## src/rtl/lpm_pkg.sv

```systemverilog
package lpm_pkg;
  typedef enum logic [1:0] {
    LPM_RUN  = 2'd0,
    LPM_STBY = 2'd1,
    LPM_PDN  = 2'd2,
    LPM_WAKE = 2'd3
  } lpm_mode_e;

  typedef enum logic [1:0] {
    REQ_NONE = 2'd0,
    REQ_STBY = 2'd1,
    REQ_PDN  = 2'd2
  } lpm_req_e;
endpackage

```

## src/rtl/lpm_sync.sv

```systemverilog
module lpm_sync #(
  parameter int WIDTH  = 2,
  parameter int STAGES = 2
) (
  input  logic             clk,
  input  logic             rst_n,
  input  logic [WIDTH-1:0] d,
  output logic [WIDTH-1:0] q
);
  for (genvar b = 0; b < WIDTH; b++) begin : g_bit
    logic [STAGES-1:0] chain_q;
    logic [STAGES-1:0] chain_d;

    always_comb chain_d = {chain_q[STAGES-2:0], d[b]};

    always_ff @(posedge clk or negedge rst_n) begin
      if (!rst_n) chain_q <= '0;
      else        chain_q <= chain_d;
    end

    assign q[b] = chain_q[STAGES-1];
  end
endmodule

```

## src/rtl/lpm_req_decode.sv

```systemverilog
module lpm_req_decode
  import lpm_pkg::*;
(
  input  logic     stby,
  input  logic     pdn,
  output lpm_req_e req
);
  always_comb begin
    if (pdn)       req = REQ_PDN;
    else if (stby) req = REQ_STBY;
    else           req = REQ_NONE;
  end
endmodule

```

## src/rtl/lpm_wake_timer.sv

```systemverilog
module lpm_wake_timer #(
  parameter int STBY_CYCLES = 100,
  parameter int PDN_CYCLES  = 125000
) (
  input  logic clk,
  input  logic rst_n,
  input  logic load,
  input  logic load_pdn,
  input  logic run,
  output logic done
);
  localparam int LONGEST = (STBY_CYCLES > PDN_CYCLES) ? STBY_CYCLES : PDN_CYCLES;
  localparam int CW      = $clog2(LONGEST + 1);
  localparam logic [CW-1:0] STBY_LOAD = CW'(STBY_CYCLES - 1);
  localparam logic [CW-1:0] PDN_LOAD  = CW'(PDN_CYCLES - 1);

  logic [CW-1:0] cnt_q, cnt_d;
  logic          cnt_en;

  assign done   = (cnt_q == '0);
  assign cnt_en = load | (run & ~done);

  always_comb begin
    if (load) cnt_d = load_pdn ? PDN_LOAD : STBY_LOAD;
    else      cnt_d = cnt_q - 1'b1;
  end

  always_ff @(posedge clk or negedge rst_n) begin
    if (!rst_n)      cnt_q <= '0;
    else if (cnt_en) cnt_q <= cnt_d;
  end
endmodule

```

## src/rtl/lpm_ctrl.sv

```systemverilog
module lpm_ctrl
  import lpm_pkg::*;
#(
  parameter int SYNC_STAGES      = 2,
  parameter int STBY_WAKE_CYCLES = 100,
  parameter int PDN_WAKE_CYCLES  = 125000
) (
  input  logic       clk,
  input  logic       rst_n,
  input  logic       stby_req_i,
  input  logic       pdn_req_i,
  output logic [1:0] mode_o,
  output logic       core_en_o,
  output logic       bias_en_o,
  output logic       ready_o
);
  logic [1:0] req_s;
  logic       stby_s, pdn_s;
  lpm_req_e   req;
  lpm_mode_e  state_q, state_d;
  logic       t_load, t_load_pdn, t_run, t_done;

  lpm_sync #(.WIDTH(2), .STAGES(SYNC_STAGES)) u_sync (
    .clk (clk),
    .rst_n (rst_n),
    .d ({pdn_req_i, stby_req_i}),
    .q (req_s)
  );
  assign stby_s = req_s[0];
  assign pdn_s  = req_s[1];

  lpm_req_decode u_dec (
    .stby (stby_s),
    .pdn (pdn_s),
    .req (req)
  );

  lpm_wake_timer #(
    .STBY_CYCLES (STBY_WAKE_CYCLES),
    .PDN_CYCLES (PDN_WAKE_CYCLES)
  ) u_tmr (
    .clk (clk),
    .rst_n (rst_n),
    .load (t_load),
    .load_pdn (t_load_pdn),
    .run (t_run),
    .done (t_done)
  );

  // next-state: a request always wins, release goes through recovery
  always_comb begin
    state_d    = state_q;
    t_load     = 1'b0;
    t_load_pdn = 1'b0;
    t_run      = 1'b0;
    case (req)
      REQ_PDN:  state_d = LPM_PDN;
      REQ_STBY: state_d = LPM_STBY;
      default: begin
        case (state_q)
          LPM_STBY, LPM_PDN: begin
            state_d    = LPM_WAKE;
            t_load     = 1'b1;
            t_load_pdn = (state_q == LPM_PDN);
          end
          LPM_WAKE: begin
            t_run = 1'b1;
            if (t_done) state_d = LPM_RUN;
          end
          default: state_d = LPM_RUN;
        endcase
      end
    endcase
  end

  always_ff @(posedge clk or negedge rst_n) begin
    if (!rst_n) state_q <= LPM_PDN;
    else        state_q <= state_d;
  end

  assign mode_o    = state_q;
  assign ready_o   = (state_q == LPM_RUN);
  assign core_en_o = (state_q == LPM_RUN) || (state_q == LPM_WAKE);
  assign bias_en_o = (state_q != LPM_PDN);
endmodule

```

## config.mk

```make
export PLATFORM = sky130hd
export DESIGN_NAME = lpm_ctrl
export DESIGN_NICKNAME = d
export VERILOG_FILES = /design/src/rtl/lpm_pkg.sv /design/src/rtl/lpm_sync.sv /design/src/rtl/lpm_req_decode.sv /design/src/rtl/lpm_wake_timer.sv /design/src/rtl/lpm_ctrl.sv
export SDC_FILE = /design/constraint.sdc
export NUM_CORES = 1
export LEC_CHECK = 0
export ABC_AREA = 0
export CAP_MARGIN = 20
export CORE_MARGIN = 2
export CORE_UTILIZATION = 25
export DETAILED_ROUTE_END_ITERATION = 10
export SLEW_MARGIN = 5
export SYNTH_ARGS = -nofsm -noshare
export SYNTH_HDL_FRONTEND = slang
export SYNTH_HIERARCHICAL = 1
export SYNTH_SLANG_ARGS = --single-unit
```

## constraint.sdc

```tcl
create_clock -name clk -period 7.25 [get_ports clk]
set_input_delay 1.45 -clock clk [delete_from_list [all_inputs] [get_ports clk]]
set_output_delay 1.45 -clock clk [all_outputs]
set_load 0.1 [all_outputs]
```

==> flow_metrics.py, run 1 <==
metrics = {
    "yosys": {
        "ys_ff_latch": 23,
        "muxShareOfSynthArea_pct": 1.49,
        "synth-async-reset-ratio_pct": 100,
        "synthesis.nets": 147,
        "synthAdderAreaFrac_pct": 5.59,
        "syn-instance-count": 137,
        "synth-warning-count": 6,
        "synth_edf_count": 0,
        "yosys.area_share.xor_xnor_pct": 0.652,
        "synth_cell_types": 38,
        "synth_compound_gate_area_share_pct": 15.5,
        "post_synth.cell_area_avg_um2": 9.81,
        "post_synth_instance_area_mm2": 0.00134,
        "synth_simple_gate_area_share_pct": 26.4,
        "synth_sequential_area_ratio_pct": 42.9,
        "yosys_most_used_dff": "dfrtp_1",
        "synth_top_family_by_area": "simple AND/OR/NAND/NOR gates",
    },
    "sta": {
        "final_hold_viol_count": 0,
        "final.min_clock_period_ns": 3.83,
        "final-setup-viol-count": 0,
        "tns_ns": 0,
        "clock.fmax_ghz": 0.261,
        "final_min_period_over_clock_period_pct": 52.8,
        "grt_setup_unrepaired": "no",
        "max_slew_margin_pct": 33.1,
        "clock-skew-final_ns": 0.00821,
        "finalWorstSetupSlack_ns": 3.42,
        "timing_max_transition_violations_final": 0,
        "max_slew.worst_pin.slew_ns": 1.00,
    },
    "clock_network": {
        "cts_made_buffers": 3,
        "cts.sinks": 23,
        "ctsHoldBuffers": 0,
        "clock_tree.buffer_depth": 2,
        "cts_htree_levels": 1,
        "cts-resized-gates": 0,
        "worst_setup_hold_path_clk_slew_ns": 0.08,
        "tritoncts_clock_tree": "done",
        "number_of_buffers_added_for_setup_after_cts": 0,
        "cts.root.buffer_cell": "clkbuf_8",
        "worstSkewPairLatency_ns": 0.26,
    },
    "global_routing": {
        "global_route_track_usage_on_met1_pct": 13.0,
        "global_route.peak_usage_layer": "met2",
        "gr-usage-met3_pct": 1.88,
        "grt_first_pass_wirelength_um": 4610,
        "grt_overall_usage_pct": 9.60,
        "grt_pass1_vias": 997,
        "grt_remaining_overflow": 0,
        "grt_use_met2_pct": 14.4,
        "pin_count_of_the_biggest_net_entering_global_routing": 24,
        "number_of_antenna_violations_at_the_first_check_in_global_routing": 0,
    },
    "critical_path": {
        "path_cells": "inv_1 -> ha_1 -> inv_1 -> clkdlybuf4s50_1",
        "cp_data_arrival_time_ns": 2.38,
        "required_ns": 5.80,
        "critPathKind": "reg2out",
        "critPathLaunch": "mode_o[1]$_DFFE_PN1P_",
        "critPathBufInv": 3,
        "end_kind": "primary output",
        "most_common_cell_type_on_the_critical_path": "inv_1",
        "slowest_stage": "clkdlybuf4s50_1",
        "crit_end": "core_en_o",
        "crit_cells": 4,
        "cp_top_family": "buffers and inverters",
        "crit_fanout": 5,
        "worst_reg_to_reg_cells": 6,
        "critical_path.startpoint_type": "register",
        "r2r_setup_slack_ns": 4.43,
        "regToRegStartpoint": "u_tmr/cnt_q[0]$_DFFE_PN0P_",
        "crit-reg2reg-capture": "u_tmr/cnt_q[5]$_DFFE_PN0P_",
        "max_stage_delay_ns": 1.12,
    },
    "die": {
        "die_h_um": 77.3,
        "initial_core_util_pct": 26.1,
        "placement_rows": 26,
        "boundaryPins": 9,
        "floorplan.die.width_um": 77.3,
        "floorplan.die_area_mm2": 0.00598,
        "design.core.area_mm2": 0.00514,
    },
    "power": {
        "leakagePower_uw": 0.000570,
        "power_frac_seq_pct": 35.3,
        "switching_power_uw": 264,
        "int_power_uw": 281,
        "cellPowerDensity_mw_per_mm2": 361,
        "vdd_drop_max_uv": 117,
        "sw_frac_of_total_pct": 48.5,
        "clockPowerShare_pct": 14.7,
        "comb_power_share_pct": 50.0,
    },
    "placed_design": {
        "portBuffers": 8,
        "place_ws_ns": 3.71,
        "gp_routability_congestion": 0.757,
        "dp.final_hpwl_um": 1860,
        "place_area_mm2": 0.00145,
    },
    "routing": {
        "detail_route.wirelength_um": 2590,
        "first_pass_detailed_route_iteration_total": 4,
        "drc": 0,
        "vias": 1031,
        "routedWlPerCell_um": 12.1,
        "drt_iter0_markers": 64,
        "route.antenna.remaining_nets": 0,
        "drt-vias-per-instance": 4.84,
    },
    "layout": {
        "antenna_cells_inserted": 0,
        "final_nets": 154,
        "synthesis_to_layout_area_growth_pct": 12.3,
        "fillers": 580,
        "post_route_cells_drive_above_1_share_pct": 9.09,
        "design_area_mm2": 0.00151,
    },
    "min_path": {
        "hold_path_class": "reg2reg",
        "min_delay_path_depth": 0,
    },
    "outcome": {
        "status": "finished, final reports clean",
    },
    "job": {
        "max_cap_viol_count": 0,
    },
}
## registers in the layout, summed over array words and instances, names as in the netlist
name and flops:
u_tmr/cnt_q 17, mode_o 2, u_sync/g_bit.chain_q 4
## layer usage
layer  vias to the layer above  routed length, um  share of wire [%]
met3                         2                 70                2.7
met1                       506               1310                 51
met4                         0                 26                1.0
met2                         9               1180                 46
met5                         -                  0                  0
li1                        514                  -                  -
## layout make-up
type / instances / area (um2) / area share (%)
multi-input combinational: 97 / 667 / 44.2
inverter: 10 / 37.5 / 2.49
timing repair buffer: 9 / 95.1 / 6.30
clock buffer: 4 / 45.0 / 2.99
tap: 70 / 87.6 / 5.80
sequential: 23 / 577 / 38.2
## how the worst min path moves through the flow
stage               slack (ns)                                    to                                 start
detailed placement        0.34  u_sync/g_bit[0].chain_q[1]$_DFF_PN0_  u_sync/g_bit[0].chain_q[0]$_DFF_PN0_
CTS                       0.36  u_sync/g_bit[0].chain_q[1]$_DFF_PN0_  u_sync/g_bit[0].chain_q[0]$_DFF_PN0_
global route              0.38  u_sync/g_bit[1].chain_q[1]$_DFF_PN0_  u_sync/g_bit[1].chain_q[0]$_DFF_PN0_
floorplan                 0.33  u_sync/g_bit[0].chain_q[1]$_DFF_PN0_  u_sync/g_bit[0].chain_q[0]$_DFF_PN0_
global placement          0.33  u_sync/g_bit[1].chain_q[1]$_DFF_PN0_  u_sync/g_bit[1].chain_q[0]$_DFF_PN0_
finish                    0.36  u_sync/g_bit[1].chain_q[1]$_DFF_PN0_  u_sync/g_bit[1].chain_q[0]$_DFF_PN0_
## power by group through the flow
stage | registers (uW) | clock network [uW] | logic [uW]
6_report | 192 | 80.2 | 272
5_1_grt | 197 | 92.0 | 294
4_1_cts | 191 | 83.5 | 273
3_5_place_dp | 194 | 0 | 273
3_3_place_gp | 193 | 0 | 269
2_1_floorplan | 215 | 0 | 199
## cell usage after synthesis (3+ instances only)
master    n  area share, %
dfrtp_1  22             41
a21oi_1   9            3.4
inv_1     9            2.5
nand2_1   9            2.5
nor2_1    8            2.2
or3_1     8            3.7
ha_1      6            5.6
nor3_1    6            2.2
or4_1     6            3.4
o21ai_0   5            1.9
nand3_1   4            1.5
nor4_1    4            1.9
a31oi_1   3            1.4
buf_4     3            1.7
o31a_1    3            2.0
o31ai_1   3            1.7
## per-stage QoR
stage / instances / power, uW / hold WS (ns) / utilization [%]
after floorplan: 137 / 414 / 0.331 / -
after global placement: 208 / 462 / 0.332 / 28.2
after detailed placement: 208 / 467 / 0.340 / 28.2
after CTS: 212 / 548 / 0.359 / 29.1
after global routing: 213 / 583 / 0.375 / 29.4
final: 213 / 544 / 0.356 / 29.4
## placed cells by master (no fill, tap or decap), drive strengths merged
master	instances
a21oi	9
a31oi	3
and2	3
buf	1
clkbuf	4
clkdlybuf4s50	8
clkinv	1
dfrtp	22
dfstp	1
ha	6
inv	9
mux2i	2
nand2	9
nand3	4
nand3b	1
nor2	8
nor2b	2
nor3	6
nor4	5
nor4b	2
o211ai	1
o21a	1
o21ai	7
o31a	3
o31ai	3
o41ai	3
or2	1
or3	8
or4	6
or4b	3
xnor2	1
## cell families after synthesis
| kind of cell | count (synthesis) |
|---|---|
| simple gates | 58 |
| compound gates | 30 |
| flops | 23 |
| buf+inv | 17 |
| fa+ha+maj | 6 |
| mux | 2 |
| xor+xnor | 1 |
No activity file was read; power rests on OpenSTA's default activity.
==> run 2, diff against run 1 <==
Clock period 7.25 ns to 3.2 ns, I/O delays scaled along.
==> flow_metrics.py, run 2 (synthesized netlist as in run 1, its figures left out) <==
metrics = {
    "clock_network": {
        "clock_tree.buffer_depth": 2,
        "tritoncts_clock_tree": "done",
        "cts_made_buffers": 3,
        "worst_setup_hold_path_clk_slew_ns": 0.08,
        "cts-resized-gates": 0,
        "cts.sinks": 23,
        "ctsHoldBuffers": 0,
        "number_of_buffers_added_for_setup_after_cts": 0,
        "cts.root.buffer_cell": "clkbuf_8",
        "worstSkewPairLatency_ns": 0.26,
        "cts_htree_levels": 1,
    },
    "critical_path": {
        "max_stage_delay_ns": 0.67,
        "path_cells": "nor2b_4 -> inv_1 -> ha_1 -> and2_2 -> nor4b_1 -> nand3_1 -> or4b_2 -> a21oi_1",
        "cp_data_arrival_time_ns": 2.71,
        "end_kind": "register",
        "critical_path.startpoint_type": "register",
        "slowest_stage": "or4b_2",
        "r2r_setup_slack_ns": 0.69,
        "critPathKind": "reg2reg",
        "crit_fanout": 7,
        "required_ns": 3.39,
    },
    "sta": {
        "final.min_clock_period_ns": 2.51,
        "final_min_period_over_clock_period_pct": 78.6,
        "final-setup-viol-count": 0,
        "tns_ns": 0,
        "clock.fmax_ghz": 0.398,
        "grt_setup_unrepaired": "no",
        "max_slew_margin_pct": 55.9,
        "final_hold_viol_count": 0,
        "timing_max_transition_violations_final": 0,
        "clock-skew-final_ns": 0.00468,
        "max_slew.worst_pin.slew_ns": 0.656,
    },
    "global_routing": {
        "pin_count_of_the_biggest_net_entering_global_routing": 24,
        "grt_remaining_overflow": 0,
        "number_of_antenna_violations_at_the_first_check_in_global_routing": 0,
        "grt_first_pass_wirelength_um": 4750,
        "grt_pass1_vias": 1036,
        "grt_overall_usage_pct": 9.59,
    },
    "layout": {
        "post_route_cells_drive_above_1_share_pct": 14.4,
        "final_nets": 157,
        "largest_register": "u_tmr/cnt_q",
        "synthesis_to_layout_area_growth_pct": 12.5,
        "final_common_cell": "dfrtp_1",
        "final_cell_mix": "dfrtp_1 (22), inv_1 (9), a21oi_1 (9), buf_4 (9), nand2_1 (9)",
        "largest_reg_flops": 17,
        "antenna_cells_inserted": 0,
    },
    "die": {
        "initial_core_util_pct": 26.1,
        "design.core.area_mm2": 0.00514,
        "boundaryPins": 9,
        "die_h_um": 77.3,
        "floorplan.die_area_mm2": 0.00598,
        "placement_rows": 26,
        "floorplan.die.width_um": 77.3,
    },
    "routing": {
        "routedWlPerCell_um": 12.3,
        "detail_route.wirelength_um": 2650,
        "vias": 1065,
        "drt-vias-per-instance": 4.93,
        "first_pass_detailed_route_iteration_total": 5,
        "drt_iter0_markers": 44,
        "drc": 0,
        "route.antenna.remaining_nets": 0,
    },
    "placed_design": {
        "gp_routability_congestion": 0.781,
        "portBuffers": 8,
        "dp.final_hpwl_um": 1950,
    },
    "power": {
        "leakagePower_uw": 0.000586,
        "cellPowerDensity_mw_per_mm2": 822,
        "vdd_drop_max_uv": 248,
        "design_power_total_uw": 1240,
    },
    "outcome": {
        "status": "finished, final reports clean",
    },
    "min_path": {
        "hold_path_class": "reg2reg",
    },
    "job": {
        "max_cap_viol_count": 0,
    },
}
## run 2: cell count changes in the layout (fill, tap and decap cells not counted)
cell and delta:
buf_4 +9, clkdlybuf4s50_1 -5, buf_8 -1
## run 2: cell type report
| type | instances | area (um2) |
|---|---|---|
| Multi-Input combinational cell | 97 | 667 |
| Tap cell | 70 | 87.6 |
| Fill cell | 577 | 3630 |
| Clock buffer | 4 | 45.0 |
| Timing Repair Buffer | 12 | 97.6 |
| Inverter | 10 | 37.5 |
| Sequential cell | 23 | 577 |
## run 2: worst paths after layout
check	startpoint	endpoint	cells after the start
setup / recovery	u_sync/g_bit[1].chain_q[1]$_DFF_PN0_	u_tmr/cnt_q[10]$_DFFE_PN0P_	8
hold / removal	u_sync/g_bit[0].chain_q[0]$_DFF_PN0_	u_sync/g_bit[0].chain_q[1]$_DFF_PN0_	0
setup reg to reg	u_sync/g_bit[1].chain_q[1]$_DFF_PN0_	u_tmr/cnt_q[10]$_DFFE_PN0P_	8
hold reg to reg	u_sync/g_bit[0].chain_q[0]$_DFF_PN0_	u_sync/g_bit[0].chain_q[1]$_DFF_PN0_	0
max in group asynchronous	rst_n	mode_o[1]$_DFFE_PN1P_	2
min in group asynchronous	rst_n	u_sync/g_bit[1].chain_q[0]$_DFF_PN0_	2
## run 2: per-layer routing
layer,global-route usage (%),up-vias,share of wire (%)
li1,-,521,-
met1,13.5,513,49
met2,14.6,27,46
met3,1.53,4,4.2
met4,3.93,0,1.6
met5,0,-,0
## run 2: worst max-delay path, delay by kind of cell, from the launching register on
kind	cells	cell delay, ns
adder cells (fa/ha/maj)	1	0.36
flip-flops	1	0.43
buffers and inverters	1	0.04
AND/OR/NAND/NOR	5	1.47
AO/OA/AOI/OAI	1	0.15
## run 2: stage by stage
stage / cell area (um2) / instances / hold WS [ns] / utilization [%] / setup WS [ns]
detailed placement: 1470 / 212 / 0.340 / 28.5 / 0.708
global route: 1510 / 216 / 0.381 / 29.4 / 0.469
CTS: 1510 / 216 / 0.360 / 29.4 / 0.676
global placement: 1470 / 212 / 0.333 / 28.5 / 0.752
finish: 1510 / 216 / 0.357 / 29.4 / 0.686
floorplan: 1340 / 137 / 0.331 / - / 0.516
## run 2: where the power goes
group | total, uW | internal [uW] | switching, uW | leakage (uW)
logic | 626 | 191 | 435 | 0.000286
registers | 438 | 362 | 75.2 | 0.000278
clock network | 180 | 88.7 | 91.1 | 0.0000228
total | 1240 | 642 | 601 | 0.000586
